## src/rtl/modexp_pkg.sv

```systemverilog
package modexp_pkg;
  typedef enum logic [2:0] {
    XP_IDLE,
    XP_MUL_ACC,
    XP_SQUARE,
    XP_ADVANCE,
    XP_FINISH
  } xp_state_t;
endpackage

```

## src/rtl/modmul_serial.sv

```systemverilog
// Bit-serial interleaved modular multiplier: one multiplier bit per cycle, MSB first.
module modmul_serial #(
  parameter int W = 32
) (
  input  logic         clk,
  input  logic         rst,
  input  logic         start_i,
  input  logic [W-1:0] a_i,
  input  logic [W-1:0] b_i,
  input  logic [W-1:0] m_i,
  output logic         done_o,
  output logic [W-1:0] p_o
);
  localparam int CW = (W > 1) ? $clog2(W) : 1;
  localparam int AW = W + 2;

  logic [AW-1:0] acc;
  logic [W-1:0]  xs, yv, mv;
  logic [CW-1:0] cnt;
  logic          run;
  logic [AW-1:0] t1, t2, t3, mext;

  // Twice the accumulator plus an operand is below 3*2^W, so two extra bits suffice.
  always_comb begin
    mext = {2'b00, mv};
    t1   = {acc[AW-2:0], 1'b0} + (xs[W-1] ? {2'b00, yv} : '0);
    t2   = (t1 >= mext) ? t1 - mext : t1;
    t3   = (t2 >= mext) ? t2 - mext : t2;
  end

  always_ff @(posedge clk) begin
    if (rst) begin
      acc    <= '0;
      xs     <= '0;
      yv     <= '0;
      mv     <= '0;
      cnt    <= '0;
      run    <= 1'b0;
      done_o <= 1'b0;
      p_o    <= '0;
    end else begin
      done_o <= 1'b0;
      if (start_i && !run) begin
        acc <= '0;
        xs  <= a_i;
        yv  <= b_i;
        mv  <= m_i;
        cnt <= '0;
        run <= 1'b1;
      end else if (run) begin
        acc <= t3;
        xs  <= {xs[W-2:0], 1'b0};
        cnt <= cnt + CW'(1);
        if (cnt == CW'(W - 1)) begin
          run    <= 1'b0;
          done_o <= 1'b1;
          p_o    <= t3[W-1:0];
        end
      end
    end
  end
endmodule

```

## src/rtl/modexp_seq.sv

```systemverilog
// Sequencer: walks exponent bits LSB first, issuing multiply-then-square per bit.
module modexp_seq
  import modexp_pkg::*;
#(
  parameter int W = 32
) (
  input  logic         clk,
  input  logic         rst,
  input  logic         start_i,
  input  logic [W-1:0] base_i,
  input  logic [W-1:0] exp_i,
  input  logic [W-1:0] mod_i,
  output logic         busy_o,
  output logic         done_o,
  output logic [W-1:0] result_o,
  output logic         mm_start_o,
  output logic [W-1:0] mm_a_o,
  output logic [W-1:0] mm_b_o,
  output logic [W-1:0] mm_m_o,
  input  logic         mm_done_i,
  input  logic [W-1:0] mm_p_i
);
  localparam int CW = (W > 1) ? $clog2(W) : 1;

  xp_state_t     state;
  logic [W-1:0]  acc_q, pw_q, ex_q, md_q;
  logic [CW-1:0] pos_q;
  logic          wait_q;

  // The accumulate step reads the power before this bit's squaring overwrites it.
  assign mm_a_o = (state == XP_MUL_ACC) ? acc_q : pw_q;
  assign mm_b_o = pw_q;
  assign mm_m_o = md_q;
  assign busy_o = (state != XP_IDLE);

  always_ff @(posedge clk) begin
    if (rst) begin
      state      <= XP_IDLE;
      acc_q      <= '0;
      pw_q       <= '0;
      ex_q       <= '0;
      md_q       <= '0;
      pos_q      <= '0;
      wait_q     <= 1'b0;
      mm_start_o <= 1'b0;
      done_o     <= 1'b0;
      result_o   <= '0;
    end else begin
      mm_start_o <= 1'b0;
      done_o     <= 1'b0;
      unique case (state)
        XP_IDLE: begin
          if (start_i) begin
            acc_q  <= W'(1);
            pw_q   <= base_i;
            ex_q   <= exp_i;
            md_q   <= mod_i;
            pos_q  <= '0;
            wait_q <= 1'b0;
            state  <= exp_i[0] ? XP_MUL_ACC : XP_SQUARE;
          end
        end
        XP_MUL_ACC: begin
          if (!wait_q) begin
            mm_start_o <= 1'b1;
            wait_q     <= 1'b1;
          end else if (mm_done_i) begin
            acc_q  <= mm_p_i;
            wait_q <= 1'b0;
            state  <= XP_SQUARE;
          end
        end
        XP_SQUARE: begin
          if (!wait_q) begin
            mm_start_o <= 1'b1;
            wait_q     <= 1'b1;
          end else if (mm_done_i) begin
            pw_q   <= mm_p_i;
            wait_q <= 1'b0;
            state  <= XP_ADVANCE;
          end
        end
        XP_ADVANCE: begin
          ex_q  <= ex_q >> 1;
          pos_q <= pos_q + CW'(1);
          if (pos_q == CW'(W - 1)) state <= XP_FINISH;
          else state <= ex_q[1] ? XP_MUL_ACC : XP_SQUARE;
        end
        XP_FINISH: begin
          done_o   <= 1'b1;
          result_o <= acc_q;
          state    <= XP_IDLE;
        end
        default: state <= XP_IDLE;
      endcase
    end
  end
endmodule

```

## src/rtl/modexp_engine.sv

```systemverilog
module modexp_engine #(
  parameter int W = 32
) (
  input  logic         clk,
  input  logic         rst,
  input  logic         start_i,
  input  logic [W-1:0] base_i,
  input  logic [W-1:0] exp_i,
  input  logic [W-1:0] mod_i,
  output logic         busy_o,
  output logic         done_o,
  output logic [W-1:0] result_o
);
  logic         mm_start, mm_done;
  logic [W-1:0] mm_a, mm_b, mm_m, mm_p;

  modexp_seq #(.W(W)) u_seq (
    .clk        (clk),
    .rst        (rst),
    .start_i    (start_i),
    .base_i     (base_i),
    .exp_i      (exp_i),
    .mod_i      (mod_i),
    .busy_o     (busy_o),
    .done_o     (done_o),
    .result_o   (result_o),
    .mm_start_o (mm_start),
    .mm_a_o     (mm_a),
    .mm_b_o     (mm_b),
    .mm_m_o     (mm_m),
    .mm_done_i  (mm_done),
    .mm_p_i     (mm_p)
  );

  modmul_serial #(.W(W)) u_mm (
    .clk     (clk),
    .rst     (rst),
    .start_i (mm_start),
    .a_i     (mm_a),
    .b_i     (mm_b),
    .m_i     (mm_m),
    .done_o  (mm_done),
    .p_o     (mm_p)
  );
endmodule

```

## config.mk

```make
export PLATFORM = sky130hd
export DESIGN_NAME = modexp_engine
export DESIGN_NICKNAME = d
export VERILOG_FILES = /design/src/rtl/modexp_pkg.sv /design/src/rtl/modmul_serial.sv /design/src/rtl/modexp_seq.sv /design/src/rtl/modexp_engine.sv
export SDC_FILE = /design/constraint.sdc
export NUM_CORES = 1
export LEC_CHECK = 0
export BUFFER_PORTS_ARGS = -buffer_cell sky130_fd_sc_hd__buf_4
export CAP_MARGIN = 10
export CORE_MARGIN = 2
export CORE_UTILIZATION = 59
export DETAILED_ROUTE_END_ITERATION = 7
export GPL_TIMING_DRIVEN = 0
export PLACE_DENSITY = 0.86
export SETUP_SLACK_MARGIN = 0.2
export SLEW_MARGIN = 25
export SYNTH_ARGS = -nofsm -noshare
export SYNTH_HDL_FRONTEND = slang
export SYNTH_SLANG_ARGS = --single-unit
```

## constraint.sdc

```tcl
create_clock -name clk -period 12.25 [get_ports clk]
set_input_delay 0.6125 -clock clk [delete_from_list [all_inputs] [get_ports clk]]
set_output_delay 0.6125 -clock clk [all_outputs]
set_load 0.1 [all_outputs]
```

==> Yosys cells after proc, flatten, opt, wreduce, memory -nomap -nowiden <==
Cells that the tools add are included.
{ "word_totals": {"reg_bits": 339, "latch_bits": 0, "ramBits": 0, "rom_bits": 0, "input_bits": 99, "mem_count": 0} }
{ "op_classes": {"n_addsub": 5, "multipliers": 0, "div_mod_pow": 0, "magnitude_cmp": 2, "eq_ne": 11, "shift": 0, "muxes": 35, "bitwise": 3, "reduce_logical": 20} }
{ "ops": {"columns": ["op", "n"], "rows": [
  ["two-way mux 32 bit", 9],
  ["case mux 32 bit (2 select lines)", 3],
  [">= comparator 34 x 32 -> 1 bit", 2],
  ["adder 34 x 32 -> 34 bit", 1],
  ["two-way mux 34 bit", 1],
  ["subtractor 34 x 32 -> 34 bit", 1],
  ["two-way mux 33 bit", 1],
  ["subtractor 33 x 32 -> 33 bit", 1],
  ["two-way mux 3 bit", 6],
  ["case mux 3 bit (4 select lines)", 1],
  ["adder 5 x 1 -> 5 bit, second input constant", 2],
  ["equality test 5 bit, second input constant", 2],
  ["case mux 5 bit (2 select lines)", 1],
  ["nonzero test 2 bit", 5],
  ["two-way mux 1 bit", 9],
  ["!= test 2 x 1 -> 1 bit, second input constant", 4],
  ["AND reduction 4 bit", 2],
  ["equality test 3 x 2 -> 1 bit, second input constant", 2],
  ["AND reduction 2 bit", 3],
  ["OR reduction 2 bit", 3],
  ["two-way mux 5 bit", 1],
  ["AND reduction 5 bit", 1],
  ["two-way mux 2 bit", 2],
  ["equality test 3 x 1 -> 1 bit, second input constant", 1],
  ["10 further kinds", 12]
]} }

==> Logic depth before layout (Yosys ltp) <==
Gate-level depths: netlist of the first run.
{ "depth": {"word_depth": 6, "ltp_mapped": 40, "mapped_depth_nobuf": 35} }

==> Modules after synthesis <==
A second synthesis of the first run with hierarchy kept.
{ "unflattened": {"cells_unflattened": 2446, "area_unflattened_um2": 19789.0} }
{ "by_module_without_submodules": {"columns": ["mod", "instances", "cells_each", "area_per_inst_um2", "seq_area_each_um2"], "rows": [
  ["modmul_serial", 1, 1593, 12127.9, 3363.2],
  ["modexp_seq", 1, 853, 7661.1, 3403.3]
]} }

==> Worst setup path after synthesis of the first run <==
OpenSTA, ideal clock, no wires.
{ "synth_path": {"path_kind": "reg-to-reg", "start": "register u_mm.xs[31]", "end": "register u_mm.acc[1]", "setup_time_ns": 0.070, "t_arrival_ns": 7.138, "required_ns": 12.180, "slack_ns": 5.042, "path_stages_with_launch": 36, "path_buffers": 4, "period_less_slack_ns": 7.208, "path_cell_list": "dfxtp_1 > clkbuf_1 > and2_1 > ha_1 > inv_1 > fa_1 > nand2b_1 > a21oi_1 > o21ai_2 > a31o_2 > nor3_1 > a21bo_2 > xor2_1 > ha_1 > clkbuf_1 > a21oi_1 > o21ai_0 > or3_1 > o21a_1 > nor2_1 > o211ai_2 > buf_4 > buf_6 > nor2_1 > a21oi_1 > ha_1 > a2111o_1 > a21o_1 > o22ai_1 > o21ai_1 > a221o_1 > a21oi_1 > o211ai_2 > nor2_4 > mux2_2 > a21oi_1"} }
{ "synth_between": {"elab_chain_cells": 6, "elab_cells_between_ends": 8} }
{ "synth_lines": {"columns": ["item", "line_no", "source"], "rows": [
  ["start: declaration", "modmul_serial.sv:18", "logic [W-1:0] xs, yv, mv;"],
  ["start signal: assignment", "modmul_serial.sv:45", "xs <= a_i;"],
  ["start signal: assignment", "modmul_serial.sv:52", "xs <= {xs[W-2:0], 1'b0};"],
  ["two-way mux 32 bit *", "modmul_serial.sv:26", "t1 = {acc[AW-2:0], 1'b0} + (xs[W-1] ? {2'b00, yv} : '0);"],
  ["adder 34 x 32 -> 34 bit *", "modmul_serial.sv:26", null],
  ["subtractor 34 x 32 -> 34 bit or >= comparator 34 x 32 -> 1 bit (tied branches)", "modmul_serial.sv:27", "t2 = (t1 >= mext) ? t1 - mext : t1;"],
  ["two-way mux 34 bit *", "modmul_serial.sv:27", null],
  ["subtractor 33 x 32 -> 33 bit or >= comparator 34 x 32 -> 1 bit (tied branches)", "modmul_serial.sv:28", "t3 = (t2 >= mext) ? t2 - mext : t2;"],
  ["two-way mux 33 bit *", "modmul_serial.sv:28", null],
  ["end signal: assignment", "modmul_serial.sv:51", "acc <= t3;"],
  ["end: declaration", "modmul_serial.sv:17", "logic [AW-1:0] acc;"]
]} }
Every way passes the cells marked *; elsewhere a longest branch is shown, timed or not.
A chain may end at the register's enable or synchronous reset.

==> Worst setup path in the final report of the first run <==
Same ends and word-level chain as after synthesis.

==> flow_summary.ini, run 1 <==
[worst_setup_path]
critical_path.max_stage_delay_ns = 0.49
critPathCaptureType = flop
worstPathArrival_ns = 10.58
crit_start = u_mm.xs[31]
cp_slowest_cell = dfxtp_1
critPathKind = reg -> reg
crit_end = u_mm.acc[1]
r2r_start = u_mm.xs[31]
cp.required_ns = 12.71
r2r_slack_ns = 2.13
crit_top_cell = a21oi_1
cp_max_fo = 10
reg2reg_to = u_mm.acc[1]
startpoint_type = flop
r2r_cells = 37

[floorplan]
start_util_pct = 59.4
die_w_um = 184
dieArea_um2 = 34000
io_pins = 133
core_area_um2 = 32300
fp-row-count = 66
die_h_um = 184

[clocking]
clock_sinks = 338
postCtsSetupRepairBufs = 0
clock_path_buffers = 3
tritoncts = built
cts_hold_buf = 0
clk_pin_slew_worst_paths_ns = 0.06
cts_resized = 0
clock_latency_ns = 0.54
cts-root-buf = clkbuf_16
cts_buffers = 36
cts-htree-levels = 2

[final_layout]
final_nets = 2854
diodes = 0
nFillCells = 2670
drive_above_1_share_pct = 9.63
final_area_um2 = 22000
syn2layout_area_growth_pct = 14.6
fin_util_pct = 68.1

[timing]
setup_viol = 0
min_period_ns = 10.12
finalHoldViolCount = 0
slew_viol_final = 0
max_freq_mhz = 98.8
rsz0062_at_grt = false
tightest_slew_ns = 1.07
skew_ns = 0.0249
post-route-period-util_pct = 82.6
slew_headroom_pct = 28.1
finalSetupTns_ns = 0

[route]
routed_wl_um = 60800
ant_nets = 0
drt_iter0_markers = 1858
drt_pass1_iterations = 5
via_count = 19100
drc = 0
routedWlPerCell_um = 19.5
routed_via_density = 6.13

[logic_synthesis]
synth_edf_count = 0
syn_inst = 2484
postSynthRegisterBits = 338
ys_warn_count = 0
syn_area_um2 = 19200
synthArstFlopShare_pct = 0
yosysUniqueCellTypes = 80
seq_area_frac_synth_pct = 35.3
ys.flop_type = dfxtp_1
syn_nets = 2685
syn_area_per_cell_um2 = 7.72

[flow_run]
max-cap-violations = 0

[grt]
grt_max_degree = 16
antenna_found_initial = 0
overflow = 0
grt_pass1_vias = 17800
grt_pass1_wl_um = 94200
grt_usage_pct = 35.2

[place]
place_area_um2 = 20700
dpl.hpwl_um = 47900
gp_congestion = 1.02
portBuffers = 131

[min_path]
holdCritPathClass = in -> reg

[run_status]
outcome = completed
metal layers:
metal / up-vias / GRT usage (%) / share of wire, %
li1: 9043 / - / -
met1: 8970 / 47.3 / 43
met2: 952 / 58.2 / 46
met3: 167 / 4.64 / 7.8
met4: 0 / 12.2 / 3.5
met5: - / 0 / 0
sequential cells by signal, indices dropped and copies added, names as in the netlist, 31 cells and up:
name	flops
u_seq.mm_m_o	32
u_mm.yv	32
u_mm.mv	32
u_seq.result_o	32
u_mm.xs	32
u_seq.acc_q	32
u_mm.acc	33
u_mm.p_o	32
u_seq.ex_q	31
u_seq.mm_b_o	32
kinds of logic (layout without fill, tap and decap cells):
| family | count (synthesis) | after routing | synth area share, % |
|---|---|---|---|
| and+or+nand+nor | 907 | 907 | 20.4 |
| AOI/OAI and AO/OA | 721 | 721 | 23.3 |
| DFF | 338 | 338 | 35.3 |
| buffers and inverters | 225 | 421 | 4.72 |
| muxes | 106 | 106 | 5.71 |
| adders and majority gates | 102 | 102 | 6.77 |
| xor gates and xnor gates | 85 | 85 | 3.88 |
Yosys cell counts, types with 9 or more instances:
cell / instances / area (um^2)
nand2_1: 458 / 1720
dfxtp_1: 338 / 6770
a21oi_1: 323 / 1620
nor2_1: 220 / 826
clkbuf_1: 128 / 480
ha_1: 99 / 1240
o21ai_0: 88 / 440
a211oi_1: 86 / 646
mux2i_1: 85 / 851
xnor2_1: 68 / 596
inv_1: 63 / 236
nand3_1: 61 / 305
and2_1: 34 / 213
o21ai_1: 31 / 155
a311oi_1: 30 / 263
a21o_1: 28 / 210
nor3_1: 28 / 140
o21bai_1: 20 / 150
a31oi_1: 19 / 119
mux2_2: 19 / 214
buf_1: 18 / 67.6
nand4_1: 18 / 113
xor2_1: 17 / 149
nand2b_1: 15 / 93.8
nor3b_1: 15 / 113
nor2b_1: 13 / 81.3
o21a_1: 13 / 97.6
and3_1: 12 / 75.1
o211ai_1: 12 / 90.1
a32oi_1: 11 / 96.3
or2_2: 9 / 56.3
critical path, delay by kind of cell, from the launching register on:
kind / cells / cell delay, ns
AO/OA/AOI/OAI: 15 / 4.08
XOR/XNOR: 1 / 0.31
adder cells (fa/ha/maj): 4 / 1.36
buffers and inverters: 5 / 1.12
flip-flops: 1 / 0.49
multiplexers: 1 / 0.43
AND/OR/NAND/NOR: 11 / 2.22
placed cells by master, fill, tap and decap left out, types with 61 or more instances in the layout:
cell type  count
nand2_1      458
dfxtp_1      338
a21oi_1      323
nor2_1       220
buf_4        135
clkbuf_1     130
ha_1          99
o21ai_0       88
a211oi_1      86
mux2i_1       85
xnor2_1       68
inv_1         63
nand3_1       61
through the flow:
stage | hold WS, ns | worst slack [ns] | instances
floorplan | 0.428 | 5.04 | 2484
global placement | 0.441 | 2.52 | 3057
detailed placement | 0.443 | 2.53 | 3057
CTS | 0.314 | 2.50 | 3122
global route | 0.325 | 1.66 | 3122
finish | 0.333 | 2.13 | 3122
worst min path at each step:
| stage | start | end | slack (ns) | cells after the start |
|---|---|---|---|---|
| 6_report | mod_i[12] | u_seq.mm_m_o[12] | 0.33 | 3 |
| 3_5_place_dp | u_mm.yv[23] | u_mm.yv[23] | 0.44 | 2 |
| 5_1_grt | mod_i[28] | u_seq.mm_m_o[28] | 0.33 | 3 |
| 3_3_place_gp | u_seq.mm_m_o[29] | u_mm.mv[29] | 0.44 | 2 |
| 2_1_floorplan | u_seq.pos_q[3] | u_seq.pos_q[3] | 0.43 | 1 |
| 4_1_cts | mod_i[16] | u_seq.mm_m_o[16] | 0.31 | 3 |
cell type report:
type	count	area (um^2)	share of cell area (%)
multi-input cells	1921	11500	52.4
flip-flops and latches	338	6770	30.8
clock buffers	47	1030	4.69
repair buffers	131	983	4.47
plain buffers	162	669	3.04
well taps	442	553	2.51
inverters	63	236	1.08
clock inverters	18	235	1.07
Power of run 1 is left out: the tool's default activity adds up to more than one toggle a clock period on the data nets, which glitch-free logic cannot reach.
==> run 2: changes to the inputs <==
clock period = 10.4 ns   (was 12.25 ns; I/O delays follow)
==> flow_summary.ini, run 2 (synthesis gave the netlist of run 1 again) <==
[run_status]
outcome = completed

[final_layout]
regMostFlops = u_mm.acc
fin_cells = 3124
final_cell_mix = nand2_1 (458), dfxtp_1 (338), a21oi_1 (323), nor2_1 (220), buf_4 (137)
fin_util_pct = 68.2
final_nets = 2856
syn2layout_area_growth_pct = 14.8
final_common_cell = nand2_1
nFillCells = 2661
largest_reg_flops = 33
drive_above_1_share_pct = 9.81
diodes = 0

[flow_run]
max-cap-violations = 0

[route]
via_count = 19100
routed_wl_um = 60700
drt_pass1_iterations = 6
ant_nets = 0
drt_iter0_markers = 2102
drc = 0
routed_via_density = 6.11
routedWlPerCell_um = 19.4

[place]
gp_congestion = 1.02
dpl.hpwl_um = 47900
dpl.cell_count = 3057
portBuffers = 131

[timing]
min_period_ns = 9.87
slew_viol_final = 0
skew_ns = 0.0230
finalHoldViolCount = 0
slew_headroom_pct = 28.9
post-route-period-util_pct = 94.9
setup_viol = 0
rsz0062_at_grt = false
max_freq_mhz = 101
finalSetupTns_ns = 0
tightest_slew_ns = 1.06

[worst_setup_path]
critPathCaptureType = flop
startpoint_type = flop
r2r_slack_ns = 0.53
critical_path.max_stage_delay_ns = 0.49
cp.required_ns = 10.77
cp_slowest_cell = dfxtp_1
cp_max_fo = 10
critPathKind = reg -> reg
cpLargestDelayFamily = compound AO/OA/AOI/OAI gates
crit_top_cell = a21oi_1
worstPathArrival_ns = 10.25
crit_buf_inv = 7

[floorplan]
fp-row-count = 66
die_h_um = 184
core_area_um2 = 32300
die_w_um = 184
io_pins = 133
start_util_pct = 59.4
dieArea_um2 = 34000

[grt]
grt_usage_pct = 35.2
grt_max_degree = 16
grt_pass1_vias = 17800
antenna_found_initial = 0
grt_pass1_wl_um = 94200
overflow = 0

[min_path]
holdCritPathClass = in -> reg

[clocking]
cts_buffers = 36
clock_latency_ns = 0.54
clock_sinks = 338
clk_pin_slew_worst_paths_ns = 0.06
cts-htree-levels = 2
clock_path_buffers = 3
cts-root-buf = clkbuf_16
tritoncts = built
==> run 2: worst paths after layout <==
check,cells after the start,start,endpoint
max,39,u_mm.xs[31],u_mm.acc[21]
min,3,mod_i[12],u_seq.mm_m_o[12]
max reg2reg,39,u_mm.xs[31],u_mm.acc[21]
min reg2reg,2,u_seq.mm_m_o[29],u_mm.mv[29]
==> run 2: metal layers <==
layer	vias to the layer above	share of wire (%)	track usage, %
met5	-	0	0
li1	9065	-	-
met4	0	3.4	12.2
met1	8978	43	47.3
met2	897	46	58.2
met3	158	8.1	4.64
==> run 2: worst min-delay path: stages <==
cell and delay (ns):
buf_4 0.11, nand2_1 0.04, a21oi_1 0.05
==> run 2: cell type report <==
| cell class | instances | area [um^2] | share of cell area, % |
|---|---|---|---|
| flip-flops and latches | 338 | 6770 | 30.7 |
| multi-input cells | 1921 | 11500 | 52.4 |
| clock buffers | 47 | 1030 | 4.69 |
| plain buffers | 162 | 671 | 3.05 |
| repair buffers | 133 | 998 | 4.53 |
| inverters | 63 | 236 | 1.07 |
| well taps | 442 | 553 | 2.51 |
| clock inverters | 18 | 235 | 1.07 |
==> run 2: through the flow <==
stage | hold slack, ns | area (um^2) | setup WS [ns]
after global placement | 0.441 | 20700 | 0.673
after CTS | 0.222 | 22000 | 0.647
after global routing | 0.233 | 22000 | 0.210
after floorplan | 0.428 | 19200 | 3.19
final | 0.241 | 22000 | 0.525
after detailed placement | 0.443 | 20700 | 0.680
==> run 2: what timing repair did <==
item	4_1_cts	5_1_grt
hold buffers	0	0
gates resized for setup	0	5
setup buffers	0	2
setup endpoints to repair	0	63
Power of run 2 is left out for the same reason.
